`src/rtl/mve_pkg.sv`:
```
package mve_pkg;

    // Each instruction carries at most this many destination/source pairs.
    localparam int PAIRS = 2;

    // Slot test: a cap of zero means unlimited.
    function automatic logic fits_limit(input logic [7:0] used,
                                        input logic [7:0] need,
                                        input logic [7:0] cap);
        logic [8:0] total;
        total = {1'b0, used} + {1'b0, need};
        return (cap == 8'd0) || (total <= {1'b0, cap});
    endfunction

endpackage

```
`src/rtl/mve_pair_check.sv`:
```
module mve_pair_check #(
    parameter int                   NUM_REGS  = 16,
    parameter int                   RW        = 4,
    parameter int                   NUM_FILES = 2,
    parameter int                   FW        = 1,
    parameter logic [NUM_REGS-1:0]  ELIG_MASK = '1,
    parameter logic [NUM_FILES-1:0] ZERO_ONLY = '0
) (
    input  logic [RW-1:0]       dst,
    input  logic [RW-1:0]       src,
    input  logic [NUM_REGS-1:0] zero_view,
    output logic                ok,
    output logic [FW-1:0]       file_idx
);

    logic [FW-1:0] src_file;

    generate
        if (NUM_FILES > 1) begin : g_split
            assign file_idx = dst[RW-1 -: FW];
            assign src_file = src[RW-1 -: FW];
        end else begin : g_single
            assign file_idx = '0;
            assign src_file = '0;
        end
    endgenerate

    always_comb begin
        ok = ELIG_MASK[dst] && (file_idx == src_file);
        if (ZERO_ONLY[file_idx] && !zero_view[src]) begin
            ok = 1'b0;
        end
    end

endmodule

```
`src/rtl/mve_lane.sv`:
```
module mve_lane
    import mve_pkg::*;
#(
    parameter int                          NUM_REGS  = 16,
    parameter int                          RW        = 4,
    parameter int                          NUM_FILES = 2,
    parameter int                          FW        = 1,
    parameter int                          CNT_W     = 3,
    parameter int                          CAP_W     = 4,
    parameter logic [NUM_FILES*CAP_W-1:0]  FILE_CAP  = '0,
    parameter logic [NUM_REGS-1:0]         ELIG_MASK = '1,
    parameter logic [NUM_FILES-1:0]        ZERO_ONLY = '0
) (
    input  logic                         valid,
    input  logic                         move,
    input  logic                         zidiom,
    input  logic [PAIRS-1:0]             def_en,
    input  logic [PAIRS*RW-1:0]          dst,
    input  logic [PAIRS*RW-1:0]          src,
    input  logic [NUM_REGS-1:0]          zero_in,
    input  logic [NUM_FILES*CNT_W-1:0]   cnt_in,
    output logic                         elim,
    output logic [PAIRS*RW-1:0]          alias_src,
    output logic [NUM_FILES*CNT_W-1:0]   cnt_out,
    output logic [NUM_REGS-1:0]          zero_out
);

    logic [PAIRS-1:0] pair_ok;
    logic [FW-1:0]    pair_file [PAIRS];
    logic [CNT_W-1:0] need      [NUM_FILES];
    logic             room;
    logic             pairs_ok;

    generate
        for (genvar p = 0; p < PAIRS; p++) begin : g_pair
            mve_pair_check #(
                .NUM_REGS  (NUM_REGS),
                .RW        (RW),
                .NUM_FILES (NUM_FILES),
                .FW        (FW),
                .ELIG_MASK (ELIG_MASK),
                .ZERO_ONLY (ZERO_ONLY)
            ) u_chk (
                .dst       (dst[p*RW +: RW]),
                .src       (src[p*RW +: RW]),
                .zero_view (zero_in),
                .ok        (pair_ok[p]),
                .file_idx  (pair_file[p])
            );
        end
    endgenerate

    // Slots this instruction needs in each file.
    always_comb begin
        for (int f = 0; f < NUM_FILES; f++) begin
            need[f] = '0;
            for (int p = 0; p < PAIRS; p++) begin
                if (def_en[p] && (pair_file[p] == FW'(f))) begin
                    need[f] = need[f] + CNT_W'(1);
                end
            end
        end
    end

    // All-or-nothing decision for the whole instruction.
    always_comb begin
        room = 1'b1;
        for (int f = 0; f < NUM_FILES; f++) begin
            if (!fits_limit(8'(cnt_in[f*CNT_W +: CNT_W]), 8'(need[f]),
                            8'(FILE_CAP[f*CAP_W +: CAP_W]))) begin
                room = 1'b0;
            end
        end
        pairs_ok = 1'b1;
        for (int p = 0; p < PAIRS; p++) begin
            if (def_en[p] && !pair_ok[p]) begin
                pairs_ok = 1'b0;
            end
        end
        elim = valid && move && (|def_en) && pairs_ok && room;
    end

    // Running counts, aliases and the zero view for the next lane.
    always_comb begin
        for (int f = 0; f < NUM_FILES; f++) begin
            cnt_out[f*CNT_W +: CNT_W] = cnt_in[f*CNT_W +: CNT_W] +
                                        (elim ? need[f] : '0);
        end
        zero_out  = zero_in;
        alias_src = '0;
        for (int p = 0; p < PAIRS; p++) begin
            if (valid && def_en[p]) begin
                if (elim) begin
                    zero_out[dst[p*RW +: RW]] = zero_in[src[p*RW +: RW]];
                    alias_src[p*RW +: RW]     = src[p*RW +: RW];
                end else begin
                    zero_out[dst[p*RW +: RW]] = zidiom;
                end
            end
        end
    end

endmodule

```
`src/rtl/mv_elim_limiter.sv`:
```
module mv_elim_limiter
    import mve_pkg::*;
#(
    parameter int                          NUM_REGS  = 16,
    parameter int                          NUM_FILES = 2,
    parameter int                          LANES     = 3,
    parameter int                          CAP_W     = 4,
    parameter logic [NUM_FILES*CAP_W-1:0]  FILE_CAP  = {4'd0, 4'd2},
    parameter logic [NUM_REGS-1:0]         ELIG_MASK = 16'h7F7F,
    parameter logic [NUM_FILES-1:0]        ZERO_ONLY = 2'b10,
    localparam int                         RW        = $clog2(NUM_REGS),
    localparam int                         CNT_W     = $clog2(LANES*PAIRS+1)
) (
    input  logic                         clk,
    input  logic                         rst_n,
    input  logic [LANES-1:0]             req_valid,
    input  logic [LANES-1:0]             req_move,
    input  logic [LANES-1:0]             req_zero_idiom,
    input  logic [LANES*PAIRS-1:0]       req_def_en,
    input  logic [LANES*PAIRS*RW-1:0]    req_dst,
    input  logic [LANES*PAIRS*RW-1:0]    req_src,
    output logic [LANES-1:0]             rsp_valid,
    output logic [LANES-1:0]             rsp_elim,
    output logic [LANES*PAIRS*RW-1:0]    rsp_alias,
    output logic [NUM_FILES*CNT_W-1:0]   rsp_elim_cnt,
    output logic [NUM_REGS-1:0]          known_zero
);

    localparam int FW = (NUM_FILES > 1) ? $clog2(NUM_FILES) : 1;

    typedef struct packed {
        logic [LANES-1:0]           vld;
        logic [LANES-1:0]           elim;
        logic [LANES*PAIRS*RW-1:0]  alias_v;
        logic [NUM_FILES*CNT_W-1:0] cnt;
        logic [NUM_REGS-1:0]        zero;
    } state_t;

    state_t st_d, st_q;

    logic [NUM_REGS-1:0]        zchain [LANES+1];
    logic [NUM_FILES*CNT_W-1:0] cchain [LANES+1];
    logic [LANES-1:0]           lane_elim;
    logic [LANES*PAIRS*RW-1:0]  lane_alias;

    assign zchain[0] = st_q.zero;
    assign cchain[0] = '0;

    generate
        for (genvar l = 0; l < LANES; l++) begin : g_lane
            mve_lane #(
                .NUM_REGS  (NUM_REGS),
                .RW        (RW),
                .NUM_FILES (NUM_FILES),
                .FW        (FW),
                .CNT_W     (CNT_W),
                .CAP_W     (CAP_W),
                .FILE_CAP  (FILE_CAP),
                .ELIG_MASK (ELIG_MASK),
                .ZERO_ONLY (ZERO_ONLY)
            ) u_lane (
                .valid     (req_valid[l]),
                .move      (req_move[l]),
                .zidiom    (req_zero_idiom[l]),
                .def_en    (req_def_en[l*PAIRS +: PAIRS]),
                .dst       (req_dst[l*PAIRS*RW +: PAIRS*RW]),
                .src       (req_src[l*PAIRS*RW +: PAIRS*RW]),
                .zero_in   (zchain[l]),
                .cnt_in    (cchain[l]),
                .elim      (lane_elim[l]),
                .alias_src (lane_alias[l*PAIRS*RW +: PAIRS*RW]),
                .cnt_out   (cchain[l+1]),
                .zero_out  (zchain[l+1])
            );
        end
    endgenerate

    always_comb begin
        st_d         = st_q;
        st_d.vld     = req_valid;
        st_d.elim    = lane_elim;
        st_d.alias_v = lane_alias;
        st_d.cnt     = cchain[LANES];
        st_d.zero    = zchain[LANES];
    end

    always_ff @(posedge clk or negedge rst_n) begin
        if (!rst_n) begin
            st_q <= '0;
        end else begin
            st_q <= st_d;
        end
    end

    assign rsp_valid    = st_q.vld;
    assign rsp_elim     = st_q.elim;
    assign rsp_alias    = st_q.alias_v;
    assign rsp_elim_cnt = st_q.cnt;
    assign known_zero   = st_q.zero;

endmodule

```
`config.mk`:
```
export PLATFORM = sky130hd
export DESIGN_NAME = mv_elim_limiter
export DESIGN_NICKNAME = d
export VERILOG_FILES = /design/src/rtl/mve_pkg.sv /design/src/rtl/mve_pair_check.sv /design/src/rtl/mve_lane.sv /design/src/rtl/mv_elim_limiter.sv
export SDC_FILE = /design/constraint.sdc
export NUM_CORES = 1
export LEC_CHECK = 0
export ABC_AREA = 0
export CAP_MARGIN = 40
export CORE_ASPECT_RATIO = 0.75
export CORE_MARGIN = 1
export CORE_UTILIZATION = 48
export CTS_CLUSTER_DIAMETER = 30
export DETAILED_ROUTE_END_ITERATION = 10
export GPL_TIMING_DRIVEN = 0
export PLACE_DENSITY = 0.87
export SYNTH_ARGS = -nofsm -noshare
export SYNTH_HDL_FRONTEND = slang
export SYNTH_SLANG_ARGS = --single-unit
export TNS_END_PERCENT = 30
```
`constraint.sdc`:
```
create_clock -name clk -period 19.8 [get_ports clk]
set_clock_uncertainty 0.2 [all_clocks]
set_input_delay 2.97 -clock clk [delete_from_list [all_inputs] [get_ports clk]]
set_output_delay 2.97 -clock clk [all_outputs]
set_load 0.1 [all_outputs]
```
# Yosys cells after proc, flatten, opt, wreduce, memory -nomap -nowiden

Memory sizes are Yosys's and may differ from the RTL's.
Cells that the tools add are included.

Flip-flop bits (word level): 52
ROM bits: 96
Input port bits: 65
Output and inout bits: 52
Logic and storage cells: 242
Memories: 6

$add $sub $neg: 12
Magnitude comparators: 27
Equal/unequal tests: 6
Multiplexer cells: 111
Bitwise logic cells: 6
Reduce and logical (&&, ||, !) cells: 69

Memory list:

| memory           | depth | bits a word | rd ports | clocked after Yosys merged registers in | wr ports | RTL line             | RTL |
|---|---|---|---|---|---|---|---|
| (name not given) | 16    | 1           | 1        | 0                                       | 0        | mve_pair_check.sv:29 | `ok = ELIG_MASK[dst] && (file_idx == src_file);` |
| (name not given) | 16    | 1           | 1        | 0                                       | 0        | mve_pair_check.sv:29 |  |
| (name not given) | 16    | 1           | 1        | 0                                       | 0        | mve_pair_check.sv:29 |  |
| (name not given) | 16    | 1           | 1        | 0                                       | 0        | mve_pair_check.sv:29 |  |
| (name not given) | 16    | 1           | 1        | 0                                       | 0        | mve_pair_check.sv:29 |  |
| (name not given) | 16    | 1           | 1        | 0                                       | 0        | mve_pair_check.sv:29 |  |

Operators by type and width:

| cell                                                              | number |
|---|---|
| bitwise mux 16 bit                                                | 12 |
| 2-to-1 mux 16 bit                                                 | 12 |
| < comparator 4 x 5 -> 1 bit, second input constant                | 12 |
| logical AND 1 bit                                                 | 54 |
| 2-to-1 mux 1 bit                                                  | 51 |
| 2-to-1 mux 4 bit                                                  | 12 |
| 2-to-1 mux 3 bit                                                  | 12 |
| binary-select mux 1 bit (select 4 bit)                            | 6 |
| demux 1 bit (select 4 bit)                                        | 6 |
| greater-or-equal comparator 4 x 1 -> 1 bit, second input constant | 6 |
| less-or-equal comparator 9 x 2 -> 1 bit, second input constant    | 2 |
| adder 1 x 1 -> 2 bit, second input constant                       | 6 |
| adder 3 bit                                                       | 4 |
| logical NOT 1 bit                                                 | 12 |
| < comparator 1 x 2 -> 1 bit, second input constant                | 6 |
| adder 3 x 3 -> 4 bit                                              | 2 |
| equality test 1 bit                                               | 6 |
| inverter 1 bit                                                    | 6 |
| OR reduction 2 bit                                                | 3 |
| less-or-equal comparator 3 x 2 -> 1 bit, second input constant    | 1 |

# Longest topological paths before layout

Depth in word-level cells: 48
Gate-level depth with buffers: 30
Gate-level depth less buffers: 26

# By module

From an unflattened synthesis, not the netlist that was laid out.

Cells, all modules: 713
Area total of the unflattened synthesis: 6308.6 um^2

By module, submodules not included:

| module                       | instances | cells each | area each (um^2) | sequential area each (um^2) |
|---|---|---|---|---|
| mve_lane at g_lane[1].u_lane | 1         | 202        | 1500.2           | 0.0 |
| mve_lane at g_lane[0].u_lane | 1         | 202        | 1482.7           | 0.0 |
| mv_elim_limiter              | 1         | 69         | 1425.1           | 1301.2 |
| mve_lane at g_lane[2].u_lane | 1         | 168        | 1277.5           | 0.0 |
| mve_pair_check               | 6         | 12         | 103.8            | 0.0 |

# Worst setup path before layout

No wires, ideal clock.

Path type: input -> register
From: in req_src[4]
To: reg st_q, in the netlist rsp_elim_cnt[5]
Library setup time: 122 ps
Arrival: 8880 ps
Required time: 19478 ps
Setup slack: 10597 ps
Cell stages on the path: 29
Path buffers: 3
Cells stage by stage: buf_6 > mux2_4 > o22a_1 > buf_2 > a31o_1 > buf_4 > and3_1 > ha_1 > inv_1 > fa_1 > nand2b_1 > o2111ai_1 > a311o_1 > o22a_1 > o21ai_2 > and3_1 > ha_1 > fa_1 > inv_1 > fa_1 > a211oi_1 > mux2_2 > o2111ai_1 > a221oi_4 > nand2_1 > fa_1 > inv_1 > ha_1 > xnor2_1

RTL lines:

| element                | RTL line              | RTL |
|---|---|---|
| start: declaration     | mv_elim_limiter.sv:21 | `input logic [LANES*PAIRS*RW-1:0] req_src,` |
| end signal: assignment | mv_elim_limiter.sv:91 | `st_q <= st_d;` |
| end: declaration       | mv_elim_limiter.sv:39 | `state_t st_d, st_q;` |

==> run_results.csv <==
group,metric,value,unit
run_status,status,"finished clean",
worst_setup_path,crit_path_frequent_cell,"fa_1",
cts,post_cts_resized,0,
flow_run,drv_cap,0,
global_routing,grt_max_degree,29,
drt,drt_first_pass_iters,6,
floorplanning,fp-row-count,34,
yosys,syn_area,5850,um2
cts,cts_buffers,5,
drt,drt-total-wl,22700,um
global_routing,grt-ovfl-total,0,
cts,post-cts-setup-buffers,0,
yosys,synth_top_area_share,22.2,%
yosys,synthFlopType,"dfrtp_1",
floorplanning,die-area,12600,um2
layout,fin_util,68.4,%
sta,rsz0062_at_grt,"no",
cts,clockRootBuffer,"clkbuf_16",
floorplanning,ios,117,
yosys,synth_cell_types,97,
sta,hold_viol,0,
drt,detail_route.iter0.violations,1088,
yosys,yosysWarnings,0,
global_routing,busiest_layer,"met2",
worst_setup_path,end_kind,"flop",
global_routing,grt_use_met3,8.37,%
cts,clk_pin_slew_worst_paths,0.08,ns
cts,cts_tree,"done",
sta,period_share,51.7,%
global_routing,grt_use_met1,52.4,%
layout,fin_nets,997,
sta,relSlewSlack,48.0,%
global_routing,grt_pass1_wl,35600,um
sta,finalSetupTns,0,ns
yosys,ys_seq_area_share,22.2,%
yosys,synth_area_leaders,"dfrtp_1 (22%), nor2_1 (4.9%), nand2_1 (4.4%)",
drt,drc_errors,0,
global_routing,grt_use_met2,53.7,%
sta,finalSetupViolCount,0,
yosys,synth_top_area_cell,"dfrtp_1",
floorplanning,start_util,49.8,%
drt,drtAntennaViolNets,0,
hold_path,hp-class,"reg2reg",
layout,final_layout_size_suffix_gt1_share,13.2,%
placement,placement.io_buffers,103,
layout,fill_cells,964,
floorplanning,die_height,97.6,um
placement,hpwl,18100,um
worst_setup_path,start_kind,"input port",
yosys,synth-edff-count,0,
yosys,netlist_instances,749,
placement,place.gp.congestion,1.01,
worst_setup_path,critical_path.slowest_cell,"fa_1",
layout,area_delta_synth_final,37.3,%
sta,worst_pin_slew,0.770,ns
floorplanning,core_area,11700,um2
sta,finalCriticalPeriod,10.25,ns
yosys,avgSynthCellArea,7.81,um2
cts,htree_num_levels,2,
worst_setup_path,critPathArrivalTime,10.24,ns
yosys,ys_seq_elements,52,
worst_setup_path,crit_buf_inv,5,
cts,cts_hold_buf,0,
power_and_ir_drop,power_density,76.7,nW/um2
cts,ctsLongestPathBuffers,2,
yosys,syn-num-nets,832,
global_routing,grt_pass1_vias,6491,
yosys,synth-async-reset-ratio,100,%
power_and_ir_drop,max-vdd-ir-drop,0.0636,mV
worst_setup_path,required,19.79,ns
drt,drt-wirelength-per-cell,21.1,um
drt,viasPerCell,6.56,
sta,final_max_slew_viol_count,0,
floorplanning,die_x,129,um
sta,max_freq,0.0976,GHz
worst_setup_path,cp_top_family,"adder cells",
cts,cts.sinks,52,
layout,final_cell_mix,"clkdlybuf4s50_1 (102), nor2_1 (77), nand2_1 (68)",
worst_setup_path,critical_path_class,"in2reg",
power_and_ir_drop,p_leak,3.20,nW
global_routing,antenna_found_initial,0,
global_routing,grtUsageTotal,36.4,%
worst_setup_path,path_max_fanout,10,
layout,layout_commonest_cell,"clkdlybuf4s50_1",
layout,diodes,0,
cts,clock_insertion_delay_worst_skew,0.31,ns
drt,vias,7065,
worst_setup_path,slowest_delay,0.60,ns
-- synthesized netlist by cell type (4+ instances only) --
cell,number
inv_1,31
fa_1,6
a21boi_0,4
o21ai_0,28
a311oi_1,5
nor3b_1,6
o211ai_1,6
nor4_1,5
a21oi_1,21
o2111ai_1,5
nor2b_1,20
nor2_1,77
o2bb2ai_1,4
o22ai_1,17
nor3_1,28
a41o_1,4
a211o_1,4
clkbuf_1,23
or3_1,8
or2_2,9
a22oi_2,5
a22oi_1,8
and2_1,27
nand4_1,9
mux2i_1,24
o21ai_1,11
o32ai_1,4
dfrtp_1,52
ha_1,12
a311o_1,4
nand3b_1,5
o21a_1,7
nand2b_1,17
o31ai_1,5
o22a_1,8
a32oi_1,4
a211oi_1,10
and3_1,20
a31oi_1,13
buf_6,5
nand3_1,31
nand2_1,68
mux2_2,8
-- per-layer routing --
metal / up-vias / part of all wire [%] / routed length [um]
li1: 3178 / - / -
met1: 3275 / 40 / 9190
met2: 548 / 43 / 9810
met3: 64 / 14 / 3140
met4: 0 / 2.5 / 573
met5: - / 0 / 0
-- cells by family after synthesis --
| kind of cell | after synthesis | synth area share (%) |
|---|---|---|
| AND/OR/NAND/NOR | 343 | 30.1 |
| AO/OA/AOI/OAI | 231 | 31.4 |
| buffers and inverters | 69 | 5.26 |
| flip-flops | 52 | 22.2 |
| multiplexers | 34 | 6.09 |
| adder cells (fa/ha/maj) | 18 | 4.62 |
| XOR/XNOR | 2 | 0.299 |
-- metrics by stage --
stage                     power, mW  setup slack, ns  std cells  hold WS, ns  area, um2
after floorplan               0.365            10.60        749         1.22       5850
after global placement        0.465             9.39       1014        0.948       7090
after detailed placement      0.515             9.37       1069        0.932       7890
after CTS                     0.607             9.65       1077        0.951       8040
after global routing          0.639             9.09       1077         1.07       8040
final                         0.616             9.55       1077         1.03       8040
-- worst paths after layout --
kind                                start              end  slack [ns]  depth (start not counted)
min in group asynchronous           rst_n    known_zero[8]        2.49                          1
max                            req_src[6]  rsp_elim_cnt[5]        9.55                         28
min                         known_zero[7]    known_zero[7]        1.03                          4
min reg2reg                 known_zero[7]    known_zero[7]        1.03                          4
max in group asynchronous           rst_n    rsp_alias[11]       16.31                          2
max reg2reg                known_zero[12]  rsp_elim_cnt[5]       12.15                         27
-- cell type report --
type	instances	area, um2	share of cell area, %
buffer	34	176	2.20
clock buffer	5	125	1.56
clock inverter	3	21.3	0.265
inverter	35	131	1.63
multi-input combinational	628	4240	52.8
sequential	52	1300	16.2
tap	162	203	2.52
timing repair buffer	158	1840	22.8
-- state kept, by name, summed over array words and instances (netlist names) --
signal / flops
rsp_elim_cnt: 6
rsp_alias: 24
known_zero: 16
rsp_elim: 3
rsp_valid: 3
-- worst min-delay path: stages, from the launching register on --
cell,delay [ns]
dfrtp_1,0.45
mux2_2,0.24
nand2_1,0.05
o21ai_0,0.25
mux2_2,0.21
-- power breakdown --
group	switching (mW)	internal (mW)	leakage (nW)
sequential	0.0243	0.119	0.677
combinational	0.245	0.136	2.45
clock	0.0448	0.0473	0.0702
total	0.314	0.302	3.20
Power figures use the tool's default switching activity.
